[config.mk]
export PLATFORM = sky130hd
export DESIGN_NAME = ser_tx_unit
export DESIGN_NICKNAME = d
export VERILOG_FILES = /design/src/rtl/ser_tx_pkg.sv /design/src/rtl/ser_tx_baud.sv /design/src/rtl/ser_tx_shift.sv /design/src/rtl/ser_tx_regs.sv /design/src/rtl/ser_tx_unit.sv
export SDC_FILE = /design/constraint.sdc
export NUM_CORES = 1
export LEC_CHECK = 0
export ABC_CLOCK_PERIOD_IN_PS = 4000
export CORE_ASPECT_RATIO = 1.2
export CORE_MARGIN = 3
export CORE_UTILIZATION = 45
export DETAILED_ROUTE_END_ITERATION = 8
export DONT_BUFFER_PORTS = 1
export GPL_TIMING_DRIVEN = 0
export PLACE_DENSITY = 0.62
export SLEW_MARGIN = 20
export SYNTH_ARGS = -nofsm -noshare
export SYNTH_HDL_FRONTEND = slang
export SYNTH_HIERARCHICAL = 1
export SYNTH_SLANG_ARGS = --single-unit
[constraint.sdc]
create_clock -name clk -period 4 [get_ports clk]
set_clock_uncertainty 0.15 [all_clocks]
set_input_delay 0.8 -clock clk [delete_from_list [all_inputs] [get_ports clk]]
set_output_delay 0.8 -clock clk [all_outputs]
set_load 0.01 [all_outputs]
[src/rtl/ser_tx_pkg.sv]
package ser_tx_pkg;

  localparam logic [2:0] RA_STAT  = 3'd0;
  localparam logic [2:0] RA_CTL   = 3'd1;
  localparam logic [2:0] RA_FMT   = 3'd2;
  localparam logic [2:0] RA_DIVLO = 3'd3;
  localparam logic [2:0] RA_DIVHI = 3'd4;
  localparam logic [2:0] RA_DATA  = 3'd5;

  localparam int FRAME_MAX = 13;
  localparam int LEN_W     = 4;

  typedef struct packed {
    logic [8:0]       data;
    logic [LEN_W-1:0] nbits;
    logic             par_en;
    logic             par_odd;
    logic             stop2;
  } frame_cfg_t;

  function automatic logic [LEN_W-1:0] size_bits(input logic [2:0] code);
    return code[2] ? LEN_W'(9) : LEN_W'(5) + LEN_W'(code[1:0]);
  endfunction

  function automatic logic [FRAME_MAX-1:0] build_frame(input frame_cfg_t c);
    logic [FRAME_MAX-1:0] f;
    logic                 p;
    f    = '1;
    f[0] = 1'b0;
    p    = c.par_odd;
    for (int i = 0; i < 9; i++) begin
      if (i < int'(c.nbits)) begin
        f[1+i] = c.data[i];
        p      = p ^ c.data[i];
      end
    end
    if (c.par_en) f[int'(c.nbits)+1] = p;
    return f;
  endfunction

  function automatic logic [LEN_W-1:0] frame_len(input frame_cfg_t c);
    return LEN_W'(2) + c.nbits + LEN_W'(c.par_en) + LEN_W'(c.stop2);
  endfunction

endpackage

[src/rtl/ser_tx_baud.sv]
module ser_tx_baud #(
  parameter int DIV_W    = 12,
  parameter int OVS_NORM = 16,
  parameter int OVS_FAST = 8
) (
  input  logic             clk,
  input  logic             rst,
  input  logic             run,
  input  logic [DIV_W-1:0] div,
  input  logic             fast,
  output logic             bit_end
);
  localparam int SUB_W = $clog2(OVS_NORM);

  logic [DIV_W-1:0] pre;
  logic [SUB_W-1:0] sub;
  logic             tick;
  logic             sub_last;

  assign tick     = run && (pre >= div);
  assign sub_last = (sub == (fast ? SUB_W'(OVS_FAST-1) : SUB_W'(OVS_NORM-1)));
  assign bit_end  = tick && sub_last;

  always_ff @(posedge clk) begin
    if (rst || !run) begin
      pre <= '0;
      sub <= '0;
    end else if (tick) begin
      pre <= '0;
      sub <= sub_last ? '0 : sub + 1'b1;
    end else begin
      pre <= pre + 1'b1;
    end
  end


  tick_spacing_chk: assert property (@(posedge clk) disable iff (rst)
    tick |=> (!tick || div == '0));

endmodule

[src/rtl/ser_tx_shift.sv]
module ser_tx_shift
  import ser_tx_pkg::*;
(
  input  logic       clk,
  input  logic       rst,
  input  logic       tx_en,
  input  logic       hold_full,
  input  frame_cfg_t cfg,
  input  logic       bit_end,
  output logic       load,
  output logic       busy,
  output logic       frame_done,
  output logic       txd
);
  logic [FRAME_MAX-1:0] sh;
  logic [LEN_W-1:0]     left;
  logic                 last;

  assign last       = busy && bit_end && (left == LEN_W'(1));
  assign load       = tx_en && hold_full && (!busy || last);
  assign frame_done = last && !load;
  assign txd        = sh[0];

  always_ff @(posedge clk) begin
    if (rst) begin
      sh   <= '1;
      left <= '0;
      busy <= 1'b0;
    end else if (load) begin
      sh   <= build_frame(cfg);
      left <= frame_len(cfg);
      busy <= 1'b1;
    end else if (busy && bit_end) begin
      sh   <= {1'b1, sh[FRAME_MAX-1:1]};
      left <= left - 1'b1;
      busy <= (left != LEN_W'(1));
    end
  end


  idle_high_chk: assert property (@(posedge clk) disable iff (rst)
    !busy |-> txd);


  start_low_chk: assert property (@(posedge clk) disable iff (rst)
    load |=> !txd);

endmodule

[src/rtl/ser_tx_regs.sv]
module ser_tx_regs
  import ser_tx_pkg::*;
#(
  parameter int DIV_W = 12,
  parameter int DW    = 8
) (
  input  logic             clk,
  input  logic             rst,
  input  logic             bus_we,
  input  logic [2:0]       bus_addr,
  input  logic [DW-1:0]    bus_wdata,
  output logic [DW-1:0]    bus_rdata,
  input  logic             load,
  input  logic             frame_done,
  input  logic             ack,
  output logic             tx_en,
  output logic             fast,
  output logic [DIV_W-1:0] div,
  output logic             hold_full,
  output frame_cfg_t       cfg,
  output logic             irq_empty,
  output logic             irq_done
);
  localparam int HI_W = DIV_W - DW;

  logic            empty_f, done_f;
  logic            done_ie, empty_ie, sz_hi, ninth;
  logic [1:0]      par_mode, sz_lo;
  logic            stop2;
  logic [DW-1:0]   div_lo, hold;
  logic [HI_W-1:0] div_hi;
  logic            wr_stat, wr_ctl, wr_fmt, wr_data, en_rise;

  assign wr_stat = bus_we && bus_addr == RA_STAT;
  assign wr_ctl  = bus_we && bus_addr == RA_CTL;
  assign wr_fmt  = bus_we && bus_addr == RA_FMT;
  assign wr_data = bus_we && bus_addr == RA_DATA;
  assign en_rise = wr_ctl && bus_wdata[3] && !tx_en;

  assign div = {div_hi, div_lo};

  always_comb begin
    cfg.data    = {ninth, hold};
    cfg.nbits   = size_bits({sz_hi, sz_lo});
    cfg.par_en  = par_mode[1];
    cfg.par_odd = par_mode[0];
    cfg.stop2   = stop2;
  end

  always_ff @(posedge clk) begin
    if (rst) begin
      fast     <= 1'b0;
      done_ie  <= 1'b0;
      empty_ie <= 1'b0;
      tx_en    <= 1'b0;
      sz_hi    <= 1'b0;
      ninth    <= 1'b0;
      par_mode <= 2'b00;
      stop2    <= 1'b0;
      sz_lo    <= 2'b00;
      div_lo   <= '0;
      div_hi   <= '0;
    end else begin
      if (wr_stat) fast <= bus_wdata[1];
      if (wr_ctl) begin
        done_ie  <= bus_wdata[6];
        empty_ie <= bus_wdata[5];
        tx_en    <= bus_wdata[3];
        sz_hi    <= bus_wdata[2];
        ninth    <= bus_wdata[0];
      end
      if (wr_fmt) begin
        par_mode <= bus_wdata[5:4];
        stop2    <= bus_wdata[3];
        sz_lo    <= bus_wdata[2:1];
      end
      if (bus_we && bus_addr == RA_DIVLO) div_lo <= bus_wdata;
      if (bus_we && bus_addr == RA_DIVHI) div_hi <= bus_wdata[HI_W-1:0];
    end
  end

  always_ff @(posedge clk) begin
    if (rst) begin
      hold      <= '0;
      hold_full <= 1'b0;
      empty_f   <= 1'b0;
      done_f    <= 1'b0;
    end else begin
      if (wr_data) begin
        hold      <= bus_wdata;
        hold_full <= 1'b1;
      end else if (load) begin
        hold_full <= 1'b0;
      end
      if (wr_data)                empty_f <= 1'b0;
      else if (load || en_rise)   empty_f <= 1'b1;
      if (frame_done)                                done_f <= 1'b1;
      else if (ack || (wr_stat && bus_wdata[6]))     done_f <= 1'b0;
    end
  end

  always_ff @(posedge clk) begin
    if (rst) begin
      irq_empty <= 1'b0;
      irq_done  <= 1'b0;
      bus_rdata <= '0;
    end else begin
      irq_empty <= empty_f && empty_ie;
      irq_done  <= done_f && done_ie;
      case (bus_addr)
        RA_STAT:  bus_rdata <= {1'b0, done_f, empty_f, 3'b000, fast, 1'b0};
        RA_CTL:   bus_rdata <= {1'b0, done_ie, empty_ie, 1'b0, tx_en, sz_hi, 1'b0, ninth};
        RA_FMT:   bus_rdata <= {2'b00, par_mode, stop2, sz_lo, 1'b0};
        RA_DIVLO: bus_rdata <= div_lo;
        RA_DIVHI: bus_rdata <= DW'(div_hi);
        default:  bus_rdata <= '0;
      endcase
    end
  end


  ack_clears_chk: assert property (@(posedge clk) disable iff (rst)
    (ack && !frame_done) |=> !done_f);


  write_clears_empty_chk: assert property (@(posedge clk) disable iff (rst)
    wr_data |=> !empty_f);

endmodule

[src/rtl/ser_tx_unit.sv]
module ser_tx_unit
  import ser_tx_pkg::*;
#(
  parameter int DIV_W    = 12,
  parameter int DW       = 8,
  parameter int OVS_NORM = 16,
  parameter int OVS_FAST = 8
) (
  input  logic          clk,
  input  logic          rst,
  input  logic          bus_we,
  input  logic [2:0]    bus_addr,
  input  logic [DW-1:0] bus_wdata,
  output logic [DW-1:0] bus_rdata,
  output logic          txd,
  output logic          irq_empty,
  output logic          irq_done,
  input  logic          irq_done_ack
);
  logic             tx_en, fast, hold_full, load, busy, frame_done, bit_end;
  logic [DIV_W-1:0] div;
  frame_cfg_t       cfg;

  ser_tx_regs #(.DIV_W(DIV_W), .DW(DW)) u_regs (
    .clk(clk), .rst(rst), .bus_we(bus_we), .bus_addr(bus_addr),
    .bus_wdata(bus_wdata), .bus_rdata(bus_rdata), .load(load),
    .frame_done(frame_done), .ack(irq_done_ack), .tx_en(tx_en),
    .fast(fast), .div(div), .hold_full(hold_full), .cfg(cfg),
    .irq_empty(irq_empty), .irq_done(irq_done)
  );

  ser_tx_baud #(.DIV_W(DIV_W), .OVS_NORM(OVS_NORM), .OVS_FAST(OVS_FAST)) u_baud (
    .clk(clk), .rst(rst), .run(busy), .div(div), .fast(fast),
    .bit_end(bit_end)
  );

  ser_tx_shift u_shift (
    .clk(clk), .rst(rst), .tx_en(tx_en), .hold_full(hold_full),
    .cfg(cfg), .bit_end(bit_end), .load(load), .busy(busy),
    .frame_done(frame_done), .txd(txd)
  );


  load_has_data_chk: assert property (@(posedge clk) disable iff (rst)
    load |-> hold_full);


  no_done_on_reload_chk: assert property (@(posedge clk) disable iff (rst)
    (busy && load) |=> !$rose(irq_done));

endmodule

==> results of run 1 <==
[Yosys cell counts (all sizes together), types with 2 or more instances]
| master | number | share of area |
|---|---|---|
| o21a | 4 | 0.0069 |
| o21bai | 2 | 0.0035 |
| nor2b | 2 | 0.0029 |
| a21oi | 44 | 0.052 |
| a211oi | 9 | 0.017 |
| nor3 | 7 | 0.0081 |
| nand2b | 9 | 0.013 |
| a21boi | 2 | 0.0035 |
| nand2 | 61 | 0.053 |
| nand3b | 8 | 0.014 |
| dfxtp | 78 | 0.36 |
| o41ai | 2 | 0.010 |
| xor2 | 11 | 0.022 |
| o211ai | 2 | 0.0058 |
| o21ai | 8 | 0.010 |
| or3 | 3 | 0.0055 |
| mux2 | 2 | 0.0052 |
| nand4 | 4 | 0.0058 |
| xnor2 | 13 | 0.026 |
| or2 | 2 | 0.0035 |
| buf | 19 | 0.038 |
| nand4b | 3 | 0.010 |
| mux2i | 27 | 0.062 |
| ha | 18 | 0.052 |
| nor4b | 2 | 0.0075 |
| nor2 | 59 | 0.055 |
| a311oi | 3 | 0.0060 |
| and4bb | 3 | 0.0086 |
| and4b | 3 | 0.0075 |
| inv | 27 | 0.023 |
| nand3 | 11 | 0.013 |
| nor4 | 4 | 0.0058 |
| and3 | 7 | 0.010 |
| a21o | 6 | 0.011 |
| clkbuf | 13 | 0.014 |
| a31oi | 6 | 0.0086 |
| a32oi | 2 | 0.0040 |
[registers in the layout, indices dropped and copies added (netlist names), 2 cells and up]
name	cells
u_baud/pre	12
u_baud/sub	4
u_regs/bus_rdata	8
u_regs/div_hi	4
u_regs/div_lo	8
u_regs/hold	8
u_regs/par_mode	2
u_regs/sz_lo	2
u_shift/left	4
u_shift/sh	13
[through the flow]
stage	hold slack (ns)	cell area, um2
6_report	0.3174	4726
5_1_grt	0.3476	4726
4_1_cts	0.3182	4725
3_5_place_dp	0.3028	4494
3_3_place_gp	0.2963	4494
2_1_floorplan	0.2677	4344
[kinds of logic after synthesis]
family	count (synthesis)
muxes	30
AOI/OAI and AO/OA	98
xor gates and xnor gates	24
DFF	78
adders and majority gates	19
buffers and inverters	59
and+or+nand+nor	193
[routing by layer]
metal  vias up  share of wire  wire, um
li1       1767              -         -
met1      1666           0.46      4764
met2       104           0.46      4824
met3        21          0.054       565
met4         0          0.027       279
met5         -              0         0
[where the power goes]
part / internal [uW] / switching, uW
registers: 784 / 8.96
logic: 46.5 / 66.6
clock network: 373 / 307
[worst min path at each step]
stage / start / depth (start not counted) / endpoint
after floorplan: u_regs/empty_f / 2 / u_regs/irq_empty
after global placement: u_regs/empty_ie / 2 / u_regs/irq_empty
after detailed placement: u_regs/empty_ie / 2 / u_regs/irq_empty
after CTS: u_regs/empty_f / 2 / u_regs/irq_empty
after global routing: u_regs/empty_f / 2 / u_regs/irq_empty
final: u_regs/empty_ie / 2 / u_regs/irq_empty
[worst reg2reg max path: stages (launching register included)]
cell                        delay [ns]
sky130_fd_sc_hd__dfxtp_1          0.39
sky130_fd_sc_hd__inv_1            0.06
sky130_fd_sc_hd__ha_1             0.26
sky130_fd_sc_hd__nand2b_1         0.09
sky130_fd_sc_hd__a21o_1           0.14
sky130_fd_sc_hd__a211oi_2         0.10
sky130_fd_sc_hd__o41ai_4          0.59
sky130_fd_sc_hd__and3_2           0.34
sky130_fd_sc_hd__nand4bb_1        0.15
sky130_fd_sc_hd__a21o_1           0.31
sky130_fd_sc_hd__inv_2            0.13
sky130_fd_sc_hd__clkbuf_1         0.35
sky130_fd_sc_hd__a21oi_1          0.13
sky130_fd_sc_hd__a211oi_1         0.24
sky130_fd_sc_hd__a31oi_1          0.06
[layout make-up]
cell class                      count  area, um2
Tap cell                          120      150.1
Inverter                           27      101.3
Clock inverter                      6      92.59
Multi-Input combinational cell    364       2457
Buffer                             32      225.2
Fill cell                         893       4498
Sequential cell                    78       1562
Clock buffer                       10      137.6
==> run summary, run 1 <==
The tightest min-delay check is of the reg2reg type. After the flow finishes, the layout carries non-filler instances totaling 637. The most used routing layer in global routing was met2. The count of H-tree levels built during CTS was 3. The root buffer cell chosen for the clock tree is sky130_fd_sc_hd__clkbuf_8. The critical path in this run is classified as reg2reg. The start of the worst register-to-register path is u_baud/pre[0]. The portion of the clock cycle consumed by the worst path in the final layout is 0.9017. The tools report the aggregate negative setup slack as 0 ns. The worst register-to-register path has a depth of 14. The wire length of the first global-routing pass was 17,330 um; the number of buffers inserted by hold repair at cts was 0.

The met3 usage is 0.04420. The run gives 3.71 ns as the arrival time of the worst setup path. On the critical path the largest part of the delay comes from compound AO/OA/AOI/OAI gates. The starting DRC count in detailed routing came out at 185. The number of warnings reported in the yosys synthesis log is 6. Area inside the core boundary: 9224 um2. The total length of routed wires is 10,430 um. The flow ran to the end, and the final reports show no timing, DRC or antenna violations.

The sequential fraction of the synthesis area was 0.3594; the multiplexer fraction of the synthesized cell area was 0.07344. The run gives 0 as the count of endpoints failing hold in the final timing report. Area of the die: 10,870 um2. Number of stages on the worst setup path: 14. After synthesis, the netlist uses 73 different library cells.

The peak supply drop was 0.1980 mV; the fraction of the mapped netlist area in simple logic gates was 0.2333. Together, buffers and inverters on the worst path number 3. The starting density of the core was 0.4710; the average routed wire per standard cell was 16.38 um. The half-perimeter wire length after placement is 7777 um, and the number of rows in the core area is 38. The run gives 0.001715 uW as the leakage power of the design. Synthesis handed over a netlist of 501 instances. TritonCTS built the clock tree. The logs give 0.3930 ns for the minimum setup slack in the final design and 1586 uW for the power after layout. Met2 usage: 0.3196.

The parity-gate share of the synthesized area counting xor and xnor cells came out at 0.04839. The maximum frequency from static timing analysis is 277.2 MHz. The tools report the final core utilization as 0.5123. The number of global-route vias before repair is 3,445.

For this design the ratio of total power to cell area is 335.6 nW/um2. The internal reg-to-reg setup slack was 0.39 ns. In the routed design, unresolved DRC markers number 0. From bottom edge to top edge, the die measures 113.6 um. Final global-route overflow total: 0. The final max-slew violation count came out at 0. Counting flops with a built-in enable in the synthesized netlist gives 0. The worst-skew pair later-pin latency came out at 0.36 ns. By area, the combinational part of the netlist is dominated by simple AND/OR/NAND/NOR gates.

Number of max-cap violations: 0. In this run, CTS created clock tree buffers numbering 9. The proportion of register bits with asynchronous set or reset after synthesis is 0, and the average footprint of a synthesized cell is 8.671 um2. At the worst endpoint, the required time is 4.10 ns.

Measured along the x axis, the die boundary spans 95.69 um. The critical path goes through inv_1, ha_1, nand2b_1, a21o_1, a211oi_2, o41ai_4, and3_2, nand4bb_1, a21o_1, inv_2, clkbuf_1, a21oi_1, a211oi_1, a31oi_1. After detailed placement, the design holds a cell count of 621.

The area growth from synthesis to layout was 8.785%. Among all flip-flop cells after synthesis, the most frequent one is sky130_fd_sc_hd__dfxtp_1. CTS saw 78 sinks. Leaving out fill and tap cells, the most frequent cell in the layout is sky130_fd_sc_hd__dfxtp_1. The number of port buffers was 0; the initial antenna violation count was 0. The worst register-to-register path ends at u_shift/sh[8].

The number of iterations in the first detailed-routing pass is 5. The ratio of cells with drive above 1 in the final layout is 0.1257. The delay contributed by the slowest stage of the critical path came out at 0.59 ns.

The number of nets in the synthesized netlist is 535. Setup violations remaining at the end of the flow were counted as 0. The number of routed nets with antenna violations is 0, and the weighted congestion reported at the end of routability-driven placement is 0.8364. The overall global routing resource usage is 0.2039. The run gives 2 as the largest buffer count on any clock path.

The tools report the pre-CTS worst setup slack as 0.4045 ns. The detailed router placed 3,558 vias in this run. Synthesized-area fraction occupied by ao, oa, aoi and oai cells: 0.1541. The tools report the launch point of the worst path as u_baud/pre[0]. The adder-cell share of the synthesized area was 0.05645; the biggest fanout along the worst timing path was 10. The measured slew at the worst slew-check pin works out to 0.5854 ns. The via-per-instance ratio is 5.586. The most numerous cell type found on the critical path is sky130_fd_sc_hd__a21o_1.

The tools report the global-route track usage on met1 as 0.2700. Clock-pin slew was measured on the worst setup and hold paths at 0.10 ns. STA classifies the critical path startpoint as a register.

Counting flops and latches in the post-synthesis netlist gives 78. The run gives 4344 um2 as the area of the mapped netlist. Once the clock tree was built, the resizer swapped 0 gates to a different size. After clock tree synthesis, the setup repair step added 0 buffers. The smallest clock period supported by the final layout is computed as 3.607 ns.

In the layout the commonest cells are 78 x sky130_fd_sc_hd__dfxtp_1, 60 x sky130_fd_sc_hd__nand2_1, 58 x sky130_fd_sc_hd__nor2_1, 43 x sky130_fd_sc_hd__a21oi_1, 27 x sky130_fd_sc_hd__mux2i_1. The worst setup path is captured at a register. The logs give 0.6098 for the worst relative slew slack and 26 for the I/O pin count. The library cell contributing the largest single delay on the critical path is sky130_fd_sc_hd__o41ai_4.

The number of nets in the layout was 546. In this run the worst setup path terminates at u_shift/sh[8]. The run gives 0 as the number of antenna repair diodes. Setup repair after global routing left no endpoint under its margin. Entering global routing, the biggest net connects 15 pins.
Power figures use the tool's default switching activity.
==> run 2, diff against run 1 <==
Settings changed: CAP_MARGIN from default to 10.
==> results of run 2 <==
Final layout, timing and power as in run 1 (identical DEF).
